### config.mk
export PLATFORM = sky130hd
export DESIGN_NAME = brg_ctrl_regs
export DESIGN_NICKNAME = d
export VERILOG_FILES = /design/src/rtl/brg_pkg.sv /design/src/rtl/brg_addr_decode.sv /design/src/rtl/brg_intr_en.sv /design/src/rtl/brg_soft_reset.sv /design/src/rtl/brg_ctrl_regs.sv
export SDC_FILE = /design/constraint.sdc
export NUM_CORES = 2
export LEC_CHECK = 0
export CORE_MARGIN = 2
export CORE_UTILIZATION = 46
export DETAILED_ROUTE_END_ITERATION = 8
export GPL_TIMING_DRIVEN = 0
export MAX_ROUTING_LAYER = met4
export SLEW_MARGIN = 5
export SYNTH_ARGS = -nofsm -noshare
export SYNTH_HDL_FRONTEND = slang
export SYNTH_SLANG_ARGS = --single-unit
### constraint.sdc
create_clock -name clk -period 4.3 [get_ports clk]
set_clock_uncertainty 0.1 [all_clocks]
set_input_delay 0.86 -clock clk [delete_from_list [all_inputs] [get_ports clk]]
set_output_delay 0.86 -clock clk [all_outputs]
set_load 0.02 [all_outputs]
### src/rtl/brg_pkg.sv
package brg_pkg;

  localparam int unsigned DATA_W = 32;

  // word indices whose behaviour other logic depends on
  localparam int unsigned IDX_GENCFG = 1;
  localparam int unsigned IDX_EN_SET = 12;
  localparam int unsigned IDX_EN_CLR = 13;
  localparam int unsigned IDX_EN     = 14;
  localparam int unsigned IDX_STAT   = 15;
  localparam int unsigned SRST_BIT   = 2;

  typedef enum logic [2:0] {
    ACC_PLAIN = 3'd0,
    ACC_GEN   = 3'd1,
    ACC_SET   = 3'd2,
    ACC_CLR   = 3'd3,
    ACC_RO    = 3'd4,
    ACC_NONE  = 3'd5
  } acc_kind_e;

  function automatic logic [DATA_W-1:0] reset_word(input int unsigned idx);
    logic [DATA_W-1:0] v;
    case (idx)
      0:       v = 32'h0000_0C40;
      1:       v = 32'h0000_1384;
      2:       v = 32'h2BFF_8010;
      3:       v = 32'h255E_0091;
      4:       v = 32'h0000_6140;
      7:       v = 32'h0000_01FF;
      8:       v = 32'h0000_01FF;
      26:      v = 32'h0000_0008;
      27:      v = 32'h1000_0000;
      default: v = '0;
    endcase
    return v;
  endfunction

endpackage

### src/rtl/brg_addr_decode.sv
module brg_addr_decode
  import brg_pkg::*;
#(
  parameter int unsigned ADDR_W    = 8,
  parameter int unsigned NUM_WORDS = 28,
  localparam int unsigned WADDR_W  = ADDR_W - 2
) (
  input  logic [ADDR_W-1:0]  addr,
  output logic [WADDR_W-1:0] widx,
  output logic               in_range,
  output acc_kind_e          kind
);

  logic [1:0] unused_byte_lane;
  assign unused_byte_lane = addr[1:0];   // sub-word bits play no part

  assign widx     = addr[ADDR_W-1:2];
  assign in_range = (32'(widx) < NUM_WORDS);

  always_comb begin
    if (!in_range) begin
      kind = ACC_NONE;
    end else begin
      case (32'(widx))
        IDX_GENCFG:         kind = ACC_GEN;
        IDX_EN_SET:         kind = ACC_SET;
        IDX_EN_CLR:         kind = ACC_CLR;
        IDX_EN, IDX_STAT:   kind = ACC_RO;
        default:            kind = ACC_PLAIN;
      endcase
    end
  end

endmodule

### src/rtl/brg_intr_en.sv
module brg_intr_en #(
  parameter int unsigned DATA_W = 32
) (
  input  logic              clk,
  input  logic              rst_n,
  input  logic              set_we,
  input  logic              clr_we,
  input  logic [DATA_W-1:0] wdata,
  output logic [DATA_W-1:0] en_q
);

  always_ff @(posedge clk) begin
    if (!rst_n) begin
      en_q <= '0;
    end else if (set_we) begin
      en_q <= en_q | wdata;
    end else if (clr_we) begin
      en_q <= en_q & ~wdata;
    end
  end

  AST_SET_ORS_IN: assert property (@(posedge clk) disable iff (!rst_n)
    set_we |=> ((en_q & $past(wdata)) == $past(wdata))
               && ((en_q & $past(en_q)) == $past(en_q)));

  AST_CLR_MASKS_OUT: assert property (@(posedge clk) disable iff (!rst_n)
    clr_we |=> ((en_q & $past(wdata)) == '0)
               && ((en_q | $past(en_q)) == $past(en_q)));

endmodule

### src/rtl/brg_soft_reset.sv
module brg_soft_reset (
  input  logic clk,
  input  logic rst_n,
  input  logic gen_we,
  input  logic old_bit,
  input  logic new_bit,
  output logic pulse
);

  always_ff @(posedge clk) begin
    if (!rst_n) begin
      pulse <= 1'b0;
    end else begin
      pulse <= gen_we && !old_bit && new_bit;
    end
  end

  AST_PULSE_SINGLE: assert property (@(posedge clk) disable iff (!rst_n)
    pulse |=> !pulse);

endmodule

### src/rtl/brg_ctrl_regs.sv
module brg_ctrl_regs
  import brg_pkg::*;
#(
  parameter int unsigned ADDR_W    = 8,
  parameter int unsigned NUM_WORDS = 28,
  localparam int unsigned WADDR_W  = ADDR_W - 2
) (
  input  logic              clk,
  input  logic              rst_n,
  input  logic              req_valid,
  output logic              req_ready,
  input  logic              req_write,
  input  logic [ADDR_W-1:0] req_addr,
  input  logic [DATA_W-1:0] req_wdata,
  output logic              rsp_valid,
  input  logic              rsp_ready,
  output logic [DATA_W-1:0] rsp_data,
  output logic              sys_reset_req
);

  logic [WADDR_W-1:0] widx;
  logic               in_range;
  acc_kind_e          kind;
  logic               acc, wr_acc, rd_acc;
  logic [DATA_W-1:0]  words [NUM_WORDS];
  logic [DATA_W-1:0]  en_q;
  logic [DATA_W-1:0]  rd_word;

  brg_addr_decode #(.ADDR_W(ADDR_W), .NUM_WORDS(NUM_WORDS)) dec_i (
    .addr(req_addr), .widx(widx), .in_range(in_range), .kind(kind)
  );

  assign req_ready = !rsp_valid || rsp_ready;
  assign acc       = req_valid && req_ready;
  assign wr_acc    = acc && req_write;
  assign rd_acc    = acc && !req_write;

  brg_intr_en #(.DATA_W(DATA_W)) ien_i (
    .clk(clk), .rst_n(rst_n),
    .set_we(wr_acc && kind == ACC_SET),
    .clr_we(wr_acc && kind == ACC_CLR),
    .wdata(req_wdata), .en_q(en_q)
  );

  // storage: plain words as flops, enable from its unit, status tied to zero
  for (genvar i = 0; i < NUM_WORDS; i++) begin : g_word
    if (i == IDX_EN) begin : g_en
      assign words[i] = en_q;
    end else if (i == IDX_STAT) begin : g_stat
      assign words[i] = '0;
    end else begin : g_store
      logic [DATA_W-1:0] q;
      always_ff @(posedge clk) begin
        if (!rst_n) begin
          q <= reset_word(i);
        end else if (wr_acc && in_range && widx == WADDR_W'(i)) begin
          q <= req_wdata;
        end
      end
      assign words[i] = q;
    end
  end

  brg_soft_reset srst_i (
    .clk(clk), .rst_n(rst_n),
    .gen_we(wr_acc && kind == ACC_GEN),
    .old_bit(words[IDX_GENCFG][SRST_BIT]),
    .new_bit(req_wdata[SRST_BIT]),
    .pulse(sys_reset_req)
  );

  always_comb begin
    rd_word = '0;
    for (int k = 0; k < NUM_WORDS; k++) begin
      if (in_range && widx == WADDR_W'(k)) rd_word = words[k];
    end
  end

  always_ff @(posedge clk) begin
    if (!rst_n) begin
      rsp_valid <= 1'b0;
      rsp_data  <= '0;
    end else if (rd_acc) begin
      rsp_valid <= 1'b1;
      rsp_data  <= rd_word;
    end else if (rsp_ready) begin
      rsp_valid <= 1'b0;
    end
  end

  AST_RSP_HELD: assert property (@(posedge clk) disable iff (!rst_n)
    (rsp_valid && !rsp_ready) |=> (rsp_valid && $stable(rsp_data)));

  AST_BUSY_BLOCKS: assert property (@(posedge clk) disable iff (!rst_n)
    (rsp_valid && !rsp_ready) |-> !req_ready);

  AST_RO_EN_KEPT: assert property (@(posedge clk) disable iff (!rst_n)
    (wr_acc && kind == ACC_RO) |=> $stable(en_q));

  AST_STAT_ZERO: assert property (@(posedge clk) disable iff (!rst_n)
    words[IDX_STAT] == '0);

  AST_UNDEF_READ_ZERO: assert property (@(posedge clk) disable iff (!rst_n)
    (rd_acc && !in_range) |=> (rsp_data == '0));

  AST_GEN_STORED: assert property (@(posedge clk) disable iff (!rst_n)
    (wr_acc && kind == ACC_GEN) |=> (words[IDX_GENCFG] == $past(req_wdata)));

  AST_PULSE_BIT_SET: assert property (@(posedge clk) disable iff (!rst_n)
    sys_reset_req |-> words[IDX_GENCFG][SRST_BIT]);

endmodule

Word level (Yosys, flattened, before mapping)

Index checks and enable logic that the tools add are counted.

Memories: 0
Output and inout port bits: 35
Bits in read-only memories: 0
RAM bits: 0
Bits in latches: 0
Bits in registers: 898
Input port bits: 45

Reductions and logical operators: 71
Div/mod/pow operators: 0
Bitwise operators: 3
Order comparisons: 1
Shift operators: 0
Multiply operators: 0
Mux-type cells: 34
$add $sub $neg: 0
Equality and inequality tests: 30

Operators by type and width:

| cell                                                | count |
|---|---|
| two-way mux 32 bit                                  | 30 |
| equality test 6 x 5 -> 1 bit, second input constant | 12 |
| logical AND 1 bit                                   | 63 |
| equality test 6 x 4 -> 1 bit, second input constant | 8 |
| bitwise AND 32 bit                                  | 1 |
| NOT 32 bit                                          | 1 |
| OR 32 bit                                           | 1 |
| equality test 6 x 3 -> 1 bit, second input constant | 4 |
| equality test 6 x 2 -> 1 bit, second input constant | 2 |
| one-hot mux 3 bit (4 select lines)                  | 1 |
| equality test 3 x 2 -> 1 bit, second input constant | 2 |
| equality test 6 x 1 -> 1 bit, second input constant | 1 |
| logical NOT 6 bit                                   | 1 |
| < comparator 6 x 5 -> 1 bit, second input constant  | 1 |
| nonzero test 2 bit                                  | 2 |
| equality test 3 x 1 -> 1 bit, second input constant | 1 |
| logical NOT 1 bit                                   | 3 |
| two-way mux 3 bit                                   | 1 |
| two-way mux 1 bit                                   | 2 |
| OR reduction 2 bit                                  | 1 |
| logical OR 1 bit                                    | 1 |

Longest topological paths before layout

Word-level depth: 30
Mapped depth: 11

Modules after synthesis

From an unflattened synthesis, not the netlist that was laid out.

Cell total of the unflattened synthesis: 5371
Area total of the unflattened synthesis: 41893.9 µm²

Modules (own cells, without submodules):

| module          | area each (µm²) | cells each | seq. area each (µm²) | times used |
|---|---|---|---|---|
| brg_ctrl_regs   | 40418.8         | 5213       | 17316.6              | 1 |
| brg_intr_en     | 1346.3          | 141        | 640.6                | 1 |
| brg_addr_decode | 98.8            | 15         | 0.0                  | 1 |
| brg_soft_reset  | 30.0            | 2          | 20.0                 | 1 |

Least setup slack after synthesis

No wires, ideal clock.

Path type: in2reg
From: in req_addr[7]
To: reg rsp_data[4]
Slack: 1.560 ns
Data arrival time: 2.507 ns
Stages: 9
Required time: 4.067 ns
Setup time: 0.133 ns
Cell sequence: buf_2 > or4b_1 > buf_2 > buf_6 > o21ai_2 > a21oi_1 > o22a_1 > a2111oi_2 > o22ai_1

Word-level cells in the longest chain between the ends: 30
Elaborated cells on any way between the ends: 85

Ends and longest elaborated chain:

| item                                                             | RTL line                                   | RTL |
|---|---|---|
| start, declared                                                  | brg_ctrl_regs.sv:13                        | `input logic [ADDR_W-1:0] req_addr,` |
| < comparator 6 x 5 -> 1 bit or logical NOT 6 bit (tied branches) | brg_addr_decode.sv:18, brg_ctrl_regs.sv:75 |  |
| logical AND 1 bit                                                | brg_ctrl_regs.sv:75                        | `if (in_range && widx == WADDR_W'(k)) rd_word = words[k];` |
| two-way mux 32 bit (27 in a row)                                 | brg_ctrl_regs.sv:75                        |  |
| two-way mux 32 bit (*)                                           | brg_ctrl_regs.sv:75                        |  |
| end signal, assigned                                             | brg_ctrl_regs.sv:85                        | `rsp_data <= rd_word;` |
| end, declared                                                    | brg_ctrl_regs.sv:17                        | `output logic [DATA_W-1:0] rsp_data,` |

Every way passes the cells marked *; elsewhere a longest branch is shown, timed or not.
A chain may end at the register's enable or synchronous reset.

Final worst setup path

From: in req_addr[3]
To: reg rsp_data[9]

The elaborated chain is that of the path after synthesis.

==> reports/metrics.yaml <==
status: "complete, but fails checks"
failed_checks: "max-capacitance violations, max-slew violations, negative setup slack"
clock_latency_ns: 0.74
fin_crit_ns: 4.702
avgViaCountPerCell: 6.852
drcViolationCount: 0
busiest_layer: "met2"
synth_edf_count: 0
drtIter0Drc: 8695
netlist_area_mm2: 0.03946
vias: 45180
die_w_um: 296.9
yosysSeqAreaShare_pct: 45.56
ios: 80
ir_drop_mv: 0.3963
synth_nets: 5250
async_flop_share_pct: 0
cp-start-kind: "input pin"
drive_gt1_share_pct: 8.699
area_growth_pct: 14.38
setup_viol: 60
synth_area_leader_cell: "dfxtp_1"
synth_seq_cells: 898
synth_area_per_cell_um2: 7.581
antenna_found_initial: 25
first_global_vias: 40180
placed_cell_area_mm2: 0.04136
final-hold-violation-count: 0
clk_pin_slew_ns: 0.06
gp_congestion: 1.137
path_max_fanout: 10
htree_levels: 3
postRouteAntennaNets: 0
clock_path_buffers: 3
p_leak_nw: 15.11
maxCapViolCount: 14
maxSlewViolCount: 129
endpoint_kind: "register"
die_y_um: 296.9
rows: 107
nets: 5395
synth_top_area_share_pct: 45.56
firstDrtPassIters: 8
fmax_mhz: 212.7
grt_max_degree: 14
tightest_slew_ns: 1.698
grt_pass1_wl_um: 340800
synth_cell_types: 77
start_util_pct: 46.34
routed_wl_um: 258700
power_density_mw_per_mm2: 429.3
yosys_warnings: 0
die-area_mm2: 0.08814
dp_cells: 6394
synth-main-ff-cell: "dfxtp_1"
synth.area.top_cells: "dfxtp_1 (46%), nand2_1 (16%), a21oi_1 (12%), clkbuf_1 (3.2%), mux2i_1 (1.9%)"
grtUsageMet3_pct: 24.57
cp_data_required_time_ns: 4.79
fin_crit_sh_pct: 109.3
cts_tree: "done"
met2_usage_pct: 77.62
slew_headroom_pct: -13.19
crit_chain: "clkdlybuf4s50_1 > buf_2 > nor2b_1 > clkbuf_1 > buf_4 > clkdlybuf4s15_2 > a222oi_1 > o21ai_0 > nand2_2 > a31oi_1"
core_area_mm2: 0.08515
crit_slowest_cell: "a222oi_1"
port_buffers: 43
grt-ovfl-total: 0
crit_arrival_ns: 5.19
hold_path.class: "register to register"
rsz0062_at_grt: "yes"
dp_hpwl_um: 186100
critPathKind: "input pin to register"
instances_no_fill: 6594
cp_slowest_stage_delay_ns: 1.40
use_met1_pct: 64.60
numCtsBuffers: 98
power.total_mw: 19.38
hold_buffers: 0
fin_ws_ns: -0.4019
cts_sinks: 898
final_cell_area_mm2: 0.04513
syn_inst: 5205
avgRoutedWirePerCell_um: 39.23
clockRootBuffer: "clkbuf_16"
grt_usage_pct: 58.13
## cell usage after synthesis, drive strengths merged, types with 16 or more instances
cell type	count
dfxtp	898
a221oi	35
mux4	27
nand3	88
o2bb2ai	32
nand2	1735
o21ai	151
buf	180
o221ai	31
mux2	37
nor3b	19
nor3	31
nor2	185
a22oi	71
o22a	19
a21oi	915
nor2b	16
a311oi	18
o22ai	63
inv	17
mux2i	76
clkbuf	335
o211ai	19
## state kept, by name, indices dropped and copies added, names as in the netlist, named ones only
signal            flops
srst_i.pulse          1
rsp_valid             1
rsp_data             32
g_word.g_store.q    832
## timing repair
action / 4_1_cts / 5_1_grt
resized for setup: 77 / 28
endpoints found under the setup margin: 123 / 30
setup buffers: 0 / 0
pin swaps: 1 / 1
## critical path: cells and delay by family
| kind | cells | cell delay (ns) |
|---|---|---|
| AOI/OAI and AO/OA | 3 | 1.77 |
| buffers and inverters | 5 | 2.17 |
| and+or+nand+nor | 2 | 0.35 |
## metal layers
metal,up-vias,part of all wire [%]
li1,18120,-
met1,21290,33
met2,4363,39
met3,1412,16
met4,0,13
met5,-,0
## logic make-up after synthesis
family | count (synthesis) | share of synthesized area, %
AND/OR/NAND/NOR | 2143 | 21.98
AO/OA/AOI/OAI | 1490 | 22.15
flip-flops | 898 | 45.56
buffers and inverters | 534 | 5.793
multiplexers | 140 | 4.525
## metrics by stage
step	hold WS (ns)	setup WS [ns]	util (%)	TNS, ns
after floorplan	0.3154	1.560	-	0
after global placement	0.3379	-2.183	48.53	-337.60
after detailed placement	0.3433	-2.136	48.58	-287.98
after CTS	0.3514	0.0002762	52.83	0
after global routing	0.3665	-0.008199	53.00	-0.01579
final	0.3516	-0.4019	53.01	-6.405
## report_power, final
group	switching (mW)	leakage (nW)	internal [mW]
clock network	3.85	1.67	5.30
registers	0.0320	7.24	8.35
logic	1.54	6.21	0.300
## worst paths after layout
path                                         start                               endpoint  slack, ns  depth (start not counted)
max                                    req_addr[3]               rsp_data[9]$_SDFFE_PN0P_      -0.40                         10
min          g_word[18].g_store.q[26]$_SDFFE_PN0P_  g_word[18].g_store.q[26]$_SDFFE_PN0P_       0.35                          2
max reg2reg                 rsp_valid$_SDFFE_PN0P_  g_word[11].g_store.q[24]$_SDFFE_PN0P_       0.20                          8
min reg2reg  g_word[18].g_store.q[26]$_SDFFE_PN0P_  g_word[18].g_store.q[26]$_SDFFE_PN0P_       0.35                          2
## area by class of cell
type | instances | area (um2)
diodes | 24 | 60.06
plain buffers | 515 | 2372
clock buffers | 143 | 2884
clock inverters | 33 | 488.0
fillers | 8407 | 40010
inverters | 19 | 75.07
multi-input cells | 3773 | 19400
flip-flops and latches | 898 | 17980
well taps | 1144 | 1431
repair buffers | 45 | 447.9
## placed cells by master, fill, tap and decap left out, types with 32 or more instances in the layout
cell type,Yosys,final
nand2_1,1734,1733
a22oi_1,71,69
mux2i_1,76,76
o21ai_0,148,143
mux2_2,37,37
nand3_1,88,88
o2bb2ai_1,32,32
clkdlybuf4s50_1,0,43
clkbuf_16,0,100
nor2_1,178,177
a221oi_1,35,33
buf_2,135,115
o22ai_1,63,62
a21oi_1,915,908
clkbuf_1,335,333
dfxtp_1,898,898
(Power assumes the default switching activity.)
